**src/rtl/i2c_tgt_pkg.sv**
```systemverilog
package i2c_tgt_pkg;
    localparam int BYTE_W = 8;
    localparam int ADDR_W = 7;
    localparam int CNT_W  = $clog2(BYTE_W + 1);

    typedef enum logic [2:0] {
        ST_IDLE,
        ST_ADDR,
        ST_ADDR_ACK,
        ST_WR_DATA,
        ST_WR_ACK,
        ST_RD_DATA,
        ST_RD_ACK
    } tgt_state_t;
endpackage

```
**src/rtl/i2c_tgt_sampler.sv**
```systemverilog
module i2c_tgt_sampler #(
    parameter int FAST_DIV = 8,
    parameter int SLOW_DIV = 64
) (
    input  logic clk,
    input  logic rst_n,
    input  logic enable,
    input  logic slow,
    input  logic scl_in,
    input  logic sda_in,
    output logic scl_lvl,
    output logic sda_lvl,
    output logic scl_rise,
    output logic scl_fall,
    output logic start_ev,
    output logic stop_ev
);
    localparam int CW = $clog2(SLOW_DIV);

    logic [CW-1:0] div_cnt;
    logic [CW-1:0] div_lim;
    logic [1:0]    scl_sy, sda_sy;
    logic          scl_c, scl_p, sda_c, sda_p;
    logic          tick, evt_ok;

    assign div_lim = slow ? CW'(SLOW_DIV - 1) : CW'(FAST_DIV - 1);
    assign tick    = (div_cnt >= div_lim);

    always_ff @(posedge clk or negedge rst_n) begin
        if (!rst_n) begin
            div_cnt <= '0;
            scl_sy  <= 2'b11;
            sda_sy  <= 2'b11;
            scl_c   <= 1'b1;
            scl_p   <= 1'b1;
            sda_c   <= 1'b1;
            sda_p   <= 1'b1;
            evt_ok  <= 1'b0;
        end else if (!enable) begin
            div_cnt <= '0;
            scl_sy  <= 2'b11;
            sda_sy  <= 2'b11;
            scl_c   <= 1'b1;
            scl_p   <= 1'b1;
            sda_c   <= 1'b1;
            sda_p   <= 1'b1;
            evt_ok  <= 1'b0;
        end else begin
            scl_sy  <= {scl_sy[0], scl_in};
            sda_sy  <= {sda_sy[0], sda_in};
            div_cnt <= tick ? '0 : div_cnt + 1'b1;
            evt_ok  <= tick;
            if (tick) begin
                scl_c <= scl_sy[1];
                scl_p <= scl_c;
                sda_c <= sda_sy[1];
                sda_p <= sda_c;
            end
        end
    end

    assign scl_lvl  = scl_c;
    assign sda_lvl  = sda_c;
    assign scl_rise = evt_ok & ~scl_p & scl_c;
    assign scl_fall = evt_ok & scl_p & ~scl_c;
    assign start_ev = evt_ok & scl_p & scl_c & sda_p & ~sda_c;
    assign stop_ev  = evt_ok & scl_p & scl_c & ~sda_p & sda_c;

    // bus events only come out in the cycle after a sample tick
    a_r2_event_after_tick: assert property (@(posedge clk) disable iff (!rst_n)
        (scl_rise | scl_fall | start_ev | stop_ev) |-> $past(tick));
endmodule

```
**src/rtl/i2c_tgt_fsm.sv**
```systemverilog
module i2c_tgt_fsm
    import i2c_tgt_pkg::*;
(
    input  logic              clk,
    input  logic              rst_n,
    input  logic              enable,
    input  logic [ADDR_W-1:0] dev_addr,
    input  logic              scl_lvl,
    input  logic              sda_lvl,
    input  logic              scl_rise,
    input  logic              scl_fall,
    input  logic              start_ev,
    input  logic              stop_ev,
    input  logic              rx_full,
    input  logic [BYTE_W-1:0] tx_data,
    input  logic              tx_empty,
    output logic              sda_low,
    output logic              rx_push,
    output logic [BYTE_W-1:0] rx_data,
    output logic              tx_pop,
    output logic              busy
);
    tgt_state_t        state_q, state_d;
    logic [CNT_W-1:0]  bit_q;
    logic [BYTE_W-1:0] sh_q;
    logic              drive_q, push_q, pop_q, acked_q;
    logic              addr_hit, byte_done;

    assign addr_hit  = (sh_q[BYTE_W-1:1] == dev_addr);
    assign byte_done = scl_fall && (bit_q == CNT_W'(BYTE_W));

    function automatic logic [BYTE_W-1:0] pick_tx(input logic empty, input logic [BYTE_W-1:0] d);
        return empty ? '1 : d;
    endfunction

    always_comb begin
        state_d = state_q;
        unique case (state_q)
            ST_IDLE:     state_d = ST_IDLE;
            ST_ADDR:     if (byte_done) state_d = addr_hit ? ST_ADDR_ACK : ST_IDLE;
            ST_ADDR_ACK: if (scl_fall) state_d = sh_q[0] ? ST_RD_DATA : ST_WR_DATA;
            ST_WR_DATA:  if (byte_done) state_d = ST_WR_ACK;
            ST_WR_ACK:   if (scl_fall) state_d = ST_WR_DATA;
            ST_RD_DATA:  if (byte_done) state_d = ST_RD_ACK;
            ST_RD_ACK:   if (scl_fall) state_d = acked_q ? ST_RD_DATA : ST_IDLE;
            default:     state_d = ST_IDLE;
        endcase
        if (start_ev)     state_d = ST_ADDR;
        else if (stop_ev) state_d = ST_IDLE;
        if (!enable)      state_d = ST_IDLE;
    end

    always_ff @(posedge clk or negedge rst_n) begin
        if (!rst_n) state_q <= ST_IDLE;
        else        state_q <= state_d;
    end

    always_ff @(posedge clk or negedge rst_n) begin
        if (!rst_n) begin
            bit_q <= '0; sh_q <= '0; drive_q <= 1'b0;
            push_q <= 1'b0; pop_q <= 1'b0; acked_q <= 1'b0;
        end else if (!enable) begin
            bit_q <= '0; sh_q <= '0; drive_q <= 1'b0;
            push_q <= 1'b0; pop_q <= 1'b0; acked_q <= 1'b0;
        end else begin
            push_q <= 1'b0;
            pop_q  <= 1'b0;
            if (start_ev) begin
                bit_q   <= '0;
                drive_q <= 1'b0;
            end else if (stop_ev) begin
                drive_q <= 1'b0;
            end else begin
                unique case (state_q)
                    ST_ADDR, ST_WR_DATA: begin
                        if (scl_rise) begin
                            sh_q  <= {sh_q[BYTE_W-2:0], sda_lvl};
                            bit_q <= bit_q + 1'b1;
                        end
                        if (byte_done) begin
                            drive_q <= (state_q == ST_ADDR) ? addr_hit : 1'b1;
                            push_q  <= (state_q == ST_WR_DATA) && !rx_full;
                        end
                    end
                    ST_ADDR_ACK: if (scl_fall) begin
                        bit_q <= '0;
                        if (sh_q[0]) begin
                            sh_q    <= pick_tx(tx_empty, tx_data);
                            drive_q <= ~pick_tx(tx_empty, tx_data)[BYTE_W-1];
                        end else begin
                            drive_q <= 1'b0;
                        end
                    end
                    ST_WR_ACK: if (scl_fall) begin
                        bit_q   <= '0;
                        drive_q <= 1'b0;
                    end
                    ST_RD_DATA: begin
                        if (scl_rise) bit_q <= bit_q + 1'b1;
                        if (byte_done) begin
                            drive_q <= 1'b0;
                        end else if (scl_fall) begin
                            sh_q    <= {sh_q[BYTE_W-2:0], 1'b1};
                            drive_q <= ~sh_q[BYTE_W-2];
                        end
                    end
                    ST_RD_ACK: begin
                        if (scl_rise) begin
                            acked_q <= ~sda_lvl;
                            pop_q   <= ~sda_lvl & ~tx_empty;
                        end
                        if (scl_fall && acked_q) begin
                            bit_q   <= '0;
                            sh_q    <= pick_tx(tx_empty, tx_data);
                            drive_q <= ~pick_tx(tx_empty, tx_data)[BYTE_W-1];
                        end
                    end
                    default: ;
                endcase
            end
        end
    end

    assign sda_low = drive_q;
    assign rx_push = push_q;
    assign rx_data = sh_q;
    assign tx_pop  = pop_q;
    assign busy    = (state_q != ST_IDLE);

    // a STOP always ends the transaction
    a_r3_stop_idles: assert property (@(posedge clk) disable iff (!rst_n)
        (stop_ev && !start_ev) |=> !busy);
    // a START or repeated START always lands in the address phase
    a_r11_start_to_addr: assert property (@(posedge clk) disable iff (!rst_n)
        (start_ev && enable) |=> state_q == ST_ADDR);
    // disable clears the engine
    a_r12_disable_idles: assert property (@(posedge clk) disable iff (!rst_n)
        !enable |=> (!busy && !sda_low));
    // a mismatching address returns to idle
    a_r5_mismatch_idle: assert property (@(posedge clk) disable iff (!rst_n)
        (enable && !start_ev && !stop_ev && state_q == ST_ADDR && byte_done && !addr_hit) |=> !busy);
    // nothing is pushed into a full receive FIFO
    a_r7_no_push_full: assert property (@(posedge clk) disable iff (!rst_n)
        rx_push |-> !$past(rx_full));
    // nothing is popped from an empty transmit FIFO
    a_r9_no_pop_empty: assert property (@(posedge clk) disable iff (!rst_n)
        tx_pop |-> !$past(tx_empty));
    // pops only follow an SCL rise in the host-acknowledge slot
    a_r8_pop_on_ack: assert property (@(posedge clk) disable iff (!rst_n)
        tx_pop |-> ($past(state_q) == ST_RD_ACK && $past(scl_rise)));
    // SDA is only pulled low while SCL is sampled low
    a_r13_drive_scl_low: assert property (@(posedge clk) disable iff (!rst_n)
        $rose(drive_q) |-> !$past(scl_lvl));
endmodule

```
**src/rtl/i2c_target_engine.sv**
```systemverilog
module i2c_target_engine
    import i2c_tgt_pkg::*;
#(
    parameter int FAST_DIV = 8,
    parameter int SLOW_DIV = 64
) (
    input  logic              clk,
    input  logic              rst_n,
    input  logic              enable,
    input  logic              slow_filter,
    input  logic [ADDR_W-1:0] dev_addr,
    input  logic              scl_in,
    input  logic              sda_in,
    output logic              scl_out,
    output logic              sda_out,
    output logic              rx_push,
    output logic [BYTE_W-1:0] rx_data,
    input  logic              rx_full,
    output logic              tx_pop,
    input  logic [BYTE_W-1:0] tx_data,
    input  logic              tx_empty,
    output logic              busy
);
    logic scl_lvl, sda_lvl, scl_rise, scl_fall, start_ev, stop_ev, sda_low;

    i2c_tgt_sampler #(.FAST_DIV(FAST_DIV), .SLOW_DIV(SLOW_DIV)) u_sampler (
        .clk      (clk),
        .rst_n    (rst_n),
        .enable   (enable),
        .slow     (slow_filter),
        .scl_in   (scl_in),
        .sda_in   (sda_in),
        .scl_lvl  (scl_lvl),
        .sda_lvl  (sda_lvl),
        .scl_rise (scl_rise),
        .scl_fall (scl_fall),
        .start_ev (start_ev),
        .stop_ev  (stop_ev)
    );

    i2c_tgt_fsm u_fsm (
        .clk      (clk),
        .rst_n    (rst_n),
        .enable   (enable),
        .dev_addr (dev_addr),
        .scl_lvl  (scl_lvl),
        .sda_lvl  (sda_lvl),
        .scl_rise (scl_rise),
        .scl_fall (scl_fall),
        .start_ev (start_ev),
        .stop_ev  (stop_ev),
        .rx_full  (rx_full),
        .tx_data  (tx_data),
        .tx_empty (tx_empty),
        .sda_low  (sda_low),
        .rx_push  (rx_push),
        .rx_data  (rx_data),
        .tx_pop   (tx_pop),
        .busy     (busy)
    );

    assign scl_out = 1'b1;
    assign sda_out = ~sda_low;
endmodule

```
**config.mk**
```make
export PLATFORM = sky130hd
export DESIGN_NAME = i2c_target_engine
export DESIGN_NICKNAME = d
export VERILOG_FILES = /design/src/rtl/i2c_tgt_pkg.sv /design/src/rtl/i2c_tgt_sampler.sv /design/src/rtl/i2c_tgt_fsm.sv /design/src/rtl/i2c_target_engine.sv
export SDC_FILE = /design/constraint.sdc
export NUM_CORES = 1
export LEC_CHECK = 0
export BUFFER_PORTS_ARGS = -buffer_cell sky130_fd_sc_hd__buf_2
export CORE_ASPECT_RATIO = 2
export CORE_MARGIN = 1.5
export CORE_UTILIZATION = 40
export DETAILED_ROUTE_END_ITERATION = 16
export MAX_ROUTING_LAYER = met4
export PLACE_DENSITY = 0.69
export SLEW_MARGIN = 20
export SYNTH_ARGS = -nofsm -noshare
export SYNTH_HDL_FRONTEND = slang
export SYNTH_SLANG_ARGS = --single-unit
```
**constraint.sdc**
```tcl
create_clock -name clk -period 2.1 [get_ports clk]
set_clock_uncertainty 0.05 [all_clocks]
set_input_delay 0.21 -clock clk [delete_from_list [all_inputs] [get_ports clk]]
set_output_delay 0.21 -clock clk [all_outputs]
set_load 0.03 [all_outputs]
```
### Yosys cells after proc, flatten, opt, wreduce, memory -nomap -nowiden

Index checks and enable logic that the tools add are counted.

| cells by class | value |
|---|---|
| add/sub/neg operators | 2 |
| order comparisons | 1 |
| equality and inequality tests | 35 |
| multiplexer cells | 72 |
| bitwise operators | 18 |
| reduce and logical (&&, ||, !) cells | 14 |

Operators with widths:

| cell | number |
|---|---|
| 8-bit two-way mux | 10 |
| 5-bit by 4-bit != test with 1-bit output, second input constant | 8 |
| 1-bit two-way mux | 35 |
| 3-bit two-way mux | 11 |
| 8-bit one-hot mux with 4 select lines | 1 |
| 4-bit two-way mux | 6 |
| 6-bit two-way mux | 3 |
| 3-bit one-hot mux with 6 select lines | 1 |
| 3-bit by 2-bit != test with 1-bit output, second input constant | 4 |
| 4-bit one-hot mux with 3 select lines | 1 |
| 6-bit AND reduction | 2 |
| 1-bit AND | 10 |
| 3-bit equality test, second input constant | 3 |
| 3-bit != test, second input constant | 3 |
| 9-bit AND reduction | 1 |
| 4-bit by 2-bit != test with 1-bit output, second input constant | 2 |
| 8-bit by 1-bit != test with 1-bit output, second input constant | 1 |
| 1-bit inverter | 8 |
| 8-bit AND reduction | 1 |
| 7-bit equality test | 1 |
| 6-bit by 1-bit adder with 6-bit output, second input constant | 1 |
| 3-bit by 2-bit equality test with 1-bit output, second input constant | 2 |
| 6-bit greater-or-equal comparator | 1 |
| 2-bit two-way mux | 3 |
| other kinds (17) | 23 |

| word-level totals | value |
|---|---|
| bits in registers | 34 |
| input port bits | 23 |
| output and inout port bits | 13 |
| logic and storage cells | 158 |

### Depth between registers and ports, before layout

Gate-level depths: netlist of the first run.

| logic depth | value |
|---|---|
| word-level depth | 8 |
| gate-level depth with buffers | 7 |
| gate-level depth less buffers | 7 |

### Hierarchy

From an unflattened synthesis of the first run, not the netlist that was laid out.

| second synthesis, totals | value |
|---|---|
| cells, all modules | 235 |
| area total of the unflattened synthesis | 2123.3 µm² |

Modules (own cells, without submodules):

| module | instances | cells each | area an instance (µm²) | sequential area each (µm²) |
|---|---|---|---|---|
| i2c_tgt_fsm | 1 | 166 | 1391.3 | 475.5 |
| i2c_tgt_sampler | 1 | 66 | 716.9 | 385.4 |
| i2c_target_engine | 1 | 3 | 15.0 | 0.0 |

### Worst setup path after synthesis of the first run

OpenSTA, ideal clock, no wires.

| path | value |
|---|---|
| path type | register to register |
| start point | reg u_fsm.sh_q[5], in the netlist u_fsm.rx_data[5] |
| end point | reg u_fsm.state_q[1] |
| library setup time | 0.066 ns |
| arrival | 1.712 ns |
| data required time | 1.984 ns |
| slack | 0.272 ns |
| stages on the path, launching flop included | 6 |
| buffers on the path | 0 |
| clock period less this slack | 1.828 ns |
| cells stage by stage | dfrtp_1 -> xor2_1 -> nor4_2 -> or4b_1 -> a31oi_1 -> mux2_1 |

| between the ends | value |
|---|---|
| longest elaborated chain between the ends | 7 |

RTL lines:

| what | line | source |
|---|---|---|
| from (decl) | i2c_tgt_fsm.sv:25 | `logic [BYTE_W-1:0] sh_q;` |
| from (signal assigned) | i2c_tgt_fsm.sv:77 | `sh_q <= {sh_q[BYTE_W-2:0], sda_lvl};` |
| from (signal assigned) | i2c_tgt_fsm.sv:88 | `sh_q <= pick_tx(tx_empty, tx_data);` |
| from (signal assigned) | i2c_tgt_fsm.sv:103 | `sh_q <= {sh_q[BYTE_W-2:0], 1'b1};` |
| 7-bit equality test | i2c_tgt_fsm.sv:29 | `assign addr_hit = (sh_q[BYTE_W-1:1] == dev_addr);` |
| 2-bit two-way mux | i2c_tgt_fsm.sv:40 | `ST_ADDR: if (byte_done) state_d = addr_hit ? ST_ADDR_ACK : ST_IDLE;` |
| 3-bit two-way mux | i2c_tgt_fsm.sv:40 |  |
| 3-bit one-hot mux with 6 select lines | i2c_tgt_fsm.sv:38 | `unique case (state_q)` |
| 3-bit two-way mux | i2c_tgt_fsm.sv:49 | `else if (stop_ev) state_d = ST_IDLE;` |
| 3-bit two-way mux | i2c_tgt_fsm.sv:48 | `if (start_ev) state_d = ST_ADDR;` |
| 3-bit two-way mux | i2c_tgt_fsm.sv:50 | `if (!enable) state_d = ST_IDLE;` |
| to (signal assigned) | i2c_tgt_fsm.sv:55 | `else state_q <= state_d;` |
| to (decl) | i2c_tgt_fsm.sv:23 | `tgt_state_t state_q, state_d;` |

Every way passes these cells. The select of a mux whose other input is x is not followed.
A chain may end at the register's enable or synchronous reset.

### Worst setup path after layout of the first run

| path | value |
|---|---|
| start point | reg u_fsm.bit_q[0] |
| end point | reg u_fsm.sh_q[1], in the netlist u_fsm.rx_data[1] |

| between the ends | value |
|---|---|
| longest elaborated chain between the ends | 4 |

RTL lines:

| what | line | source |
|---|---|---|
| from (decl) | i2c_tgt_fsm.sv:24 | `logic [CNT_W-1:0] bit_q;` |
| from (signal assigned) | i2c_tgt_fsm.sv:78 | `bit_q <= bit_q + 1'b1;` |
| from (signal assigned) | i2c_tgt_fsm.sv:99 | `if (scl_rise) bit_q <= bit_q + 1'b1;` |
| 4-bit equality test | i2c_tgt_fsm.sv:30 | `assign byte_done = scl_fall && (bit_q == CNT_W'(BYTE_W));` |
| 1-bit logical AND | i2c_tgt_fsm.sv:30 |  |
| 3-bit != test (no source line) | -- |  |
| 9-bit AND reduction (no source line) | -- |  |

Every way passes these cells.

==> metrics.txt, run 1 <==
Hold Slack=0.03310 ns; worst setup path start=u_fsm.bit_q[0]; worst-case reg-to-reg path depth=7; Final Cycle Share=90.64%; post-DP HPWL=3.809 mm; Synth Instances=216; RR Startpoint=u_fsm.bit_q[0]; total congestion overflow=0; Mean Syn Cell Area=9.436 µm²; Syn Nets=245; 1st-pass router iterations=4; worst-skew pair later-pin latency=0.29 ns; initial detailed-routing violation count=41; maximum clock insertion buffer count=2; drt total wl=5.004 mm; Port Buffers=34; Rows=36; most common cell after layout, fill and taps aside=buf_2; crit path to=u_fsm.rx_data[1]; antenna violation net count after detailed routing=0; fillers=477; vias=1736; pin count of the biggest net entering global routing=35; top sig layer=met4; Post-route DRC=0; num ports=36; Register Area=860.8 µm²; post-layout min period=1.903 ns; setup bufs post-CTS=0; PD cells=520.1 nW/µm²; CP endpoint kind=flip-flop; max_cap viols=0; Setup CP Type=flip-flop to flip-flop; layout cells sized above 1=26.56%; Slowest-stage cell, CP=dfrtp_1; Die Footprint=5559 µm²; TritonCTS clock tree=yes; Post-synth EDFFs=0; core area=4865 µm²; DIE WIDTH=53.48 µm; Worst Hold Path Cells=2; final setup violation count=0; Synth-to-Final Area Change=18.35%; Global Route Usage Sum=20.58%; Main synth FF type=dfrtp_1; Yosys warning count=0; Req. time, crit path=2.23 ns; commonest non-fill, non-tap cells in the layout=buf_2 (34), dfrtp_1 (26), nand2_1 (21); setup tns final=0 ns; status=finished clean; CP peak stage delay=0.38 ns; fin nets=284; post-synthesis register bit count=34; Starting Density=41.90%; met2 routed WL=2.866 mm; Worst-Margin Slew=0.7749 ns; Post-Synthesis Cell Area=2038 µm²; first-pass GRT wire length=8.197 mm; Peak Freq=0.5254 GHz; Cell Chain, Critical Path=inv_1, ha_1, and3b_1, o32ai_2, a22oi_2, nand3b_4, o32ai_1; R2R Path End=u_fsm.rx_data[1]; sequential fraction of the synthesis area=42.23%; Distinct cells, synth=51; total CTS buffers=5; Die Y=104.0 µm; wire length on met1=1.877 mm; routed length on met3=135 µm; relative slew slack=48.34%; final hold violation count=0; final-report max-slew violation count=0; peak supply drop=0.4293 mV; drt via density=5.546; H-tree depth=2; Hold Path Class=input pin to flip-flop; initial antenna violation count=0; R2R Setup Slk=0.20 ns; # diodes=0; routed len/inst=15.99 µm; Lkg Pwr=1.141 nW; # clock sinks=34; RePlAce Congestion=0.9115; worst path arrival time=2.04 ns; Multi-input gate area=1111 µm²; RSZ-0062 raised after global routing=no; clock transition at the registers of the reported paths=0.07 ns; total power=0.001255 W; clk root buf=clkbuf_8; Critical Path Start Type=flip-flop; CP Max Fanout=5; vias in the first global route=1689; ys async rst share=100.0%
==> cell type report <==
type,count,share of cell area [%]
Inverter,8,1.245
Multi-Input combinational cell,162,46.06
Sequential cell,34,35.68
Clock inverter,1,0.2075
Clock buffer,7,3.579
Tap cell,57,2.956
Timing Repair Buffer,44,10.27
==> repair_timing <==
action	in CTS	in global routing
hold buffers	1	0
resized for setup	0	3
hold endpoints to repair	26	0
setup endpoints to repair	0	7
==> critical path: cells and delay by family (launching register included) <==
kind | cells | cell delay (ns)
AOI/OAI and AO/OA | 3 | 0.70
DFF | 1 | 0.38
adders and majority gates | 1 | 0.19
buffers and inverters | 1 | 0.07
and+or+nand+nor | 2 | 0.41
==> Yosys cell counts (2+ instances only) <==
cell type,number,area [µm²]
a211oi_1,2,15.01
or3_1,4,25.02
nand2_1,21,78.83
mux2i_1,7,70.07
ha_1,6,75.07
dfrtp_1,26,650.6
and3_1,3,18.77
xnor2_1,6,52.55
nor3_1,6,30.03
o32ai_1,7,61.31
nand2b_1,9,56.30
xor2_1,7,61.31
nand3b_1,2,15.01
clkbuf_1,4,15.01
o31ai_1,3,22.52
o2bb2ai_1,2,17.52
and3b_1,4,35.03
and2_1,2,12.51
dfstp_2,8,210.2
nor4_1,3,18.77
o211ai_1,2,15.01
a21o_1,3,22.52
a21oi_1,3,15.01
a21oi_2,2,17.52
buf_2,6,30.03
nand3_1,10,50.05
o21ai_0,4,20.02
inv_1,8,30.03
nor2b_1,3,18.77
a22oi_1,3,22.52
nor2_1,20,75.07
==> power breakdown <==
part / switching, W / internal [W]
logic: 0.0000507 / 0.0000322
clock network: 0.000236 / 0.000264
registers: 0.00000475 / 0.000666
==> sequential cells by signal, summed over array words and instances, names as in the netlist <==
name               flops
u_sampler.evt_ok       1
u_sampler.sda_sy       2
u_fsm.state_q          3
u_sampler.scl_p        1
u_sampler.sda_p        1
u_fsm.tx_pop           1
u_sampler.scl_sy       2
u_fsm.rx_push          1
u_sampler.sda_lvl      1
u_fsm.acked_q          1
u_fsm.rx_data          8
u_sampler.scl_lvl      1
u_fsm.sda_low          1
u_sampler.div_cnt      6
u_fsm.bit_q            4
==> routing by layer <==
| layer | global-route usage [%] | vias up |
|---|---|---|
| met3 | 2.586 | 9 |
| met2 | 36.24 | 51 |
| met5 | - | - |
| met4 | 8.608 | 0 |
| li1 | - | 844 |
| met1 | 21.80 | 832 |
==> stage by stage <==
step	util, %	setup WS (ns)	instance area (µm²)	cells
after floorplan	-	0.2720	2038	216
after global placement	47.09	0.2004	2291	304
after detailed placement	47.09	0.1249	2291	304
after CTS	49.18	0.09761	2392	313
after global routing	49.59	0.01307	2412	313
final	49.59	0.1967	2412	313
==> cell families (layout without fill, tap and decap cells) <==
kind of cell | count (synthesis) | after routing | synth area share (%)
flops | 34 | 34 | 42.23
simple gates | 93 | 93 | 24.55
xor+xnor | 13 | 13 | 5.586
mux | 9 | 9 | 4.543
fa+ha+maj | 6 | 6 | 3.683
buf+inv | 20 | 60 | 4.236
other cells | 1 | 1 | 0.1840
compound gates | 40 | 40 | 14.98
==> how the worst min path moves through the flow <==
stage,end,slack (ns),startpoint
detailed placement,u_sampler.div_cnt[2],0.28,rst_n
floorplan,u_fsm.acked_q,-0.14,rst_n
global route,u_fsm.rx_push,0.02,rx_full
global placement,u_sampler.div_cnt[4],0.27,rst_n
finish,u_fsm.rx_push,0.03,rx_full
CTS,u_fsm.rx_push,0.02,rx_full
No activity file was read; power rests on OpenSTA's default activity.
==> run 2: changes to the inputs <==
==> constraint.sdc (replaced) <==
create_clock -name clk -period 2.4 [get_ports clk]
set_clock_uncertainty 0.05 [all_clocks]
set_input_delay 0.24 -clock clk [delete_from_list [all_inputs] [get_ports clk]]
set_output_delay 0.24 -clock clk [all_outputs]
set_load 0.03 [all_outputs]
==> run 2 against run 1 <==
  * The flow now finishes with violations (hold timing)
  * Worst hold slack got worse by 0.059 ns
  * Combinational power shrank 16%
  * Critical path depth is the same
  * Flip-flop and latch count unchanged
  * Clock power increased by 11%
  * Count of clock-buffer cells in the layout unchanged
  * Maximum frequency is 5.7% lower
  * Utilization down 0.72 points
  * Worst setup slack improved by 0.18 ns
  * First-iteration DRC count fell by 7.3%
  * Die area unchanged
==> metrics.txt, run 2 (same netlist as run 1, synthesis figures left out) <==
status=finished with violations; failing checks=hold timing; CP endpoint kind=flip-flop; Register Area=860.8 µm²; final-report max-slew violation count=0; CP Max Fanout=5; Slowest-stage cell, CP=dfrtp_1; Hold Path Class=input pin to async pin; Synth-to-Final Area Change=16.64%; relative slew slack=48.09%; max reg flops=8; Pint=0.0009476 W; Rows=36; # diodes=0; post-DP HPWL=3.636 mm; Critical Path Start Type=flip-flop; final core occ=48.87%; routed len/inst=15.69 µm; Peak Freq=0.4953 GHz; initial detailed-routing violation count=38; Lkg Pwr=1.122 nW; Worst-Margin Slew=0.7787 ns; Multi-input gate area=1091 µm²; drt total wl=4.833 mm; core area=4865 µm²; most common cell after layout, fill and taps aside=buf_2; vias=1747; switching portion of total power=21.72%; max_cap viols=0; DIE WIDTH=53.48 µm; Req. time, crit path=2.52 ns; 1st-pass router iterations=4; worst-skew pair later-pin latency=0.29 ns; Post-route DRC=0; final hold violation count=26; Global Route Usage Sum=19.96%; Cell Chain, Critical Path=inv_1, ha_1, and3b_1, o32ai_1, a22oi_1, nand3b_4, o32ai_1; maximum clock insertion buffer count=2; Hold Slack=-0.02636 ns; total congestion overflow=0; Crit path max-delay family=compound AO/OA/AOI/OAI gates; post-layout min period=2.019 ns; pin count of the biggest net entering global routing=35; Port Buffers=34; CP peak stage delay=0.39 ns; PD cells=509.3 nW/µm²; peak supply drop=0.4503 mV; antenna violation net count after detailed routing=0; layout cells sized above 1=24.70%; H-tree depth=2; vias in the first global route=1741; hold_buf cts=0; worst path arrival time=2.14 ns; Critical Path Most Common Cell=o32ai_1; Final Cycle Share=84.12%; placed inst area=2261 µm²; Gate power share=5.8%; first-pass GRT wire length=8.155 mm; clock transition at the registers of the reported paths=0.07 ns; final instance area=2377 µm²; Starting Density=41.90%; drt via density=5.672; total CTS buffers=5; RePlAce Congestion=0.8887; TritonCTS clock tree=yes; final setup violation count=0; WP buf/inv=1; num ports=36; register share of total power=48.5%; initial antenna violation count=0; clk root buf=clkbuf_8; Die Footprint=5559 µm²; commonest non-fill, non-tap cells in the layout=buf_2 (34), dfrtp_1 (26), nand2_1 (21); Die Y=104.0 µm; Clock power frac=45.7%; RSZ-0062 raised after global routing=no; Setup CP Type=flip-flop to flip-flop; NetSw=0.0002630 W; # clock sinks=34; fin nets=279; number of gates resized after CTS=0; setup tns final=0 ns; setup bufs post-CTS=0; fillers=486
## run 2: cell types whose count changed in the layout (fill, tap and decap cells not counted), sizes merged
cell,previous run,this run
buf,43,39
clkinv,1,0
dlygate4sd3,1,0
bufinv,0,1
## run 2: worst register-to-register path, stage by stage (launching register included)
cell and delay, ns:
dfrtp_1 0.39, inv_1 0.07, ha_1 0.20, and3b_1 0.20, o32ai_1 0.26, a22oi_1 0.17
nand3b_4 0.22, o32ai_1 0.35
## run 2: layout make-up
cell class                      instances  area share, %
Timing Repair Buffer                   39          8.737
Multi-Input combinational cell        162          45.89
Sequential cell                        34          36.21
Tap cell                               57          3.000
Clock inverter                          1          1.263
Clock buffer                            7          3.632
Inverter                                8          1.263
## run 2: worst paths after layout
path | startpoint | cells past startpoint | end | slack [ns]
setup / recovery | u_fsm.bit_q[0] | 7 | u_fsm.rx_data[1] | 0.38
hold / removal | rst_n | 1 | u_sampler.div_cnt[2] | -0.03
setup reg to reg | u_fsm.bit_q[0] | 7 | u_fsm.rx_data[1] | 0.38
hold reg to reg | u_sampler.div_cnt[0] | 1 | u_sampler.div_cnt[0] | 0.42
max in group asynchronous | rst_n | 1 | u_fsm.rx_data[2] | 1.82
min in group clk | rx_full | 2 | u_fsm.rx_push | 0.06
## run 2: metal layers
| metal | track usage, % | wire [µm] | vias up |
|---|---|---|---|
| met2 | 34.22 | 2667 | 55 |
| met5 | - | 0 | - |
| met4 | 10.81 | 207 | 0 |
| met1 | 20.92 | 1772 | 840 |
| met3 | 2.443 | 186 | 14 |
| li1 | - | - | 838 |
## run 2: power groups by stage
stage               Clock, W  Sequential [W]  Combinational (W)
global placement           0        0.000597          0.0000706
floorplan                  0        0.000597          0.0000334
global route        0.000591        0.000588          0.0000781
finish              0.000554        0.000587          0.0000700
CTS                 0.000564        0.000587          0.0000717
detailed placement         0        0.000598          0.0000716
## run 2: per-stage QoR
step                      hold slack [ns]  setup WS [ns]  cells  power [W]
final                            -0.02636         0.3811    308   0.001211
after detailed placement           0.3178         0.3822    300  0.0006693
after CTS                        0.006201         0.3581    308   0.001222
after global placement             0.3088         0.4732    300  0.0006679
after floorplan                   -0.1056         0.5720    216  0.0006300
after global routing              0.02126         0.2284    308   0.001257
==> run 3: changes to the inputs <==
--- a/config.mk
+++ b/config.mk
@@ -5,6 +5,7 @@
 export SDC_FILE = /design/constraint.sdc
 export NUM_CORES = 1
 export LEC_CHECK = 0
+export ABC_AREA = 1
 export BUFFER_PORTS_ARGS = -buffer_cell sky130_fd_sc_hd__buf_2
 export CORE_ASPECT_RATIO = 2
 export CORE_MARGIN = 1.5
==> constraint.sdc (replaced) <==
create_clock -name clk -period 1.9 [get_ports clk]
set_clock_uncertainty 0.05 [all_clocks]
set_input_delay 0.19 -clock clk [delete_from_list [all_inputs] [get_ports clk]]
set_output_delay 0.19 -clock clk [all_outputs]
set_load 0.03 [all_outputs]
==> run 3 against run 2 <==
  * The flow now finishes without violations
  * Flip-flop and latch count unchanged
  * Wire length up 12%
  * Final cell count up 40%
  * Worst setup slack worse by 0.23 ns
  * Clock power down 6.3%
  * Synthesized cell count up 52%
  * Count of clock-buffer cells in the layout down 1
  * Synthesized area up 13%
  * Total power up 24%
  * First-iteration DRC count up 130%
  * Combinational power rose to 2.9 times the previous value
  * Maximum frequency up 16%
  * Critical endpoint is now u_fsm.rx_data[3]
  * Largest cell class unchanged
  * Largest power group unchanged
==> metrics.txt, run 3 <==
Post-Synthesis Cell Area=2295 µm²; peak supply drop=0.4134 mV; 1st-pass router iterations=4; initial detailed-routing violation count=86; Synth Instances=328; num ports=36; drt via density=5.014; total power=0.001507 W; RePlAce Congestion=0.8697; antenna violation net count after detailed routing=0; total CTS buffers=5; relative slew slack=48.80%; most common cell after layout, fill and taps aside=nand2_1; maximum clock insertion buffer count=2; status=finished clean; post-layout min period=1.744 ns; Final Cycle Share=91.79%; # diodes=0; Port Buffers=34; proportion of synthesized area in mux cells=0%; Area contributors post-synth=dfrtp_1 (28%), nand2_1 (16%), dfstp_2 (9.2%); routed len/inst=12.53 µm; WP buf/inv=3; RSZ-0062 raised after global routing=no; largest family of logic cells by synthesized area=simple AND/OR/NAND/NOR gates; # clock sinks=34; Hold Path Class=input pin to flip-flop; worst-skew pair later-pin latency=0.30 ns; clk root buf=clkbuf_8; Synth top area share=28.35%; Setup CP Type=flip-flop to flip-flop; drt total wl=5.414 mm; H-tree depth=2; Mean Syn Cell Area=6.996 µm²; post-synthesis register bit count=34; XOR/XNOR Fraction of Synth Area=1.527%; Main synth FF type=dfrtp_1; core area=5468 µm²; Cell Chain, Critical Path=inv_2, nand3_1, inv_1, nor3_2, nor3_4, buf_4, nand2_4, nand2_1, nand2_1; max reg flops=8; Lkg Pwr=1.424 nW; Die Footprint=6228 µm²; top-count cell post-synth=nand2_1; Starting Density=41.97%; first-pass GRT wire length=9.121 mm; final-report max-slew violation count=0; TritonCTS clock tree=yes; setup tns final=0 ns; Peak Freq=0.5734 GHz; Synth Area in Simple Gates=40.24%; initial antenna violation count=0; Synth-to-Final Area Change=15.92%; vias in the first global route=2106; Critical Path Start Type=flip-flop; commonest non-fill, non-tap cells in the layout=nand2_1 (95), nor2_1 (41), inv_1 (38); PD cells=566.4 nW/µm²; area share of fa/ha/maj cells after synthesis=3.272%; final hold violation count=0; Synth Area in Compound Gates=8.779%; sequential fraction of the synthesis area=37.51%; ys async rst share=100.0%; Post-synth EDFFs=0; Syn Nets=357; CP peak stage delay=0.57 ns; clock transition at the registers of the reported paths=0.07 ns; Slowest-stage cell, CP=dfstp_2; Die Y=110.1 µm; pin count of the biggest net entering global routing=35; Yosys warning count=0; layout cells sized above 1=24.19%; worst path arrival time=1.93 ns; post-DP HPWL=4.180 mm; Hold Slack=0.03306 ns; vias=2166; Req. time, crit path=2.09 ns; CP Max Fanout=8; Distinct cells, synth=37; final setup violation count=0; commonest cells in the netlist=nand2_1 (95), nor2_1 (41), inv_1 (38); Worst-Margin Slew=0.7680 ns; Crit path max-delay family=simple AND/OR/NAND/NOR gates; CP endpoint kind=flip-flop; max_cap viols=0; Rows=38; Critical Path Most Common Cell=nand2_1; cell taking the most area after synthesis=dfrtp_1; DIE WIDTH=56.56 µm; fin nets=400; Global Route Usage Sum=19.44%; total congestion overflow=0; Post-route DRC=0
-- run 3: where the power goes --
group	internal, W	leakage, nW	total, W	switching [W]
Sequential	0.000761	0.440	0.000783	0.0000226
Combinational	0.0000723	0.938	0.000204	0.000132
Clock	0.000254	0.0450	0.000519	0.000265
-- run 3: routing by layer --
layer	GRT usage, %	up-vias	share of wire, %
li1	-	1126	-
met1	18.98	990	39
met2	35.80	37	55
met3	3.267	13	3.0
met4	10.54	0	3.2
met5	-	-	0
-- run 3: through the flow --
stage / cell area [µm²] / util (%) / setup slack, ns / instances
6_report: 2660 / 48.65 / 0.1560 / 432
5_1_grt: 2660 / 48.65 / 0.003387 / 432
4_1_cts: 2643 / 48.33 / 0.1259 / 431
3_5_place_dp: 2550 / 46.64 / 0.1463 / 422
3_3_place_gp: 2550 / 46.64 / 0.1976 / 422
2_1_floorplan: 2295 / - / 0.2839 / 328
-- run 3: cell type report --
class                      count  area [µm²]
clock inverter                 2       10.01
inverter                      46       175.2
clock buffer                   6       72.57
multi-input combinational    244        1249
tap                           60       75.07
sequential                    34       860.8
fill                         559        2808
timing repair buffer          40       217.7
-- run 3: timing repair --
| item | CTS | global route |
|---|---|---|
| resized for setup | 0 | 2 |
| hold endpoints to repair | 26 | 0 |
| hold buffers | 1 | 0 |
| buffers inserted | 0 | 1 |
| setup endpoints to repair | 0 | 8 |
-- run 3: cell families after synthesis --
| family | count (synthesis) |
|---|---|
| compound gates | 30 |
| other cells | 1 |
| fa+ha+maj | 6 |
| flops | 34 |
| xor+xnor | 4 |
| simple gates | 203 |
| buf+inv | 50 |
-- run 3: final timing paths --
kind                                           start  depth (start not counted)                   end  slack (ns)
worst max-delay path               u_sampler.scl_lvl                          9      u_fsm.rx_data[3]        0.16
max in group asynchronous                      rst_n                          2         u_fsm.sda_low        0.85
min in group asynchronous                      rst_n                          2      u_fsm.state_q[2]        0.45
worst min-delay path                         rx_full                          2         u_fsm.rx_push        0.03
worst min register to register  u_sampler.div_cnt[0]                          1  u_sampler.div_cnt[0]        0.42
worst max register to register     u_sampler.scl_lvl                          9      u_fsm.rx_data[3]        0.16
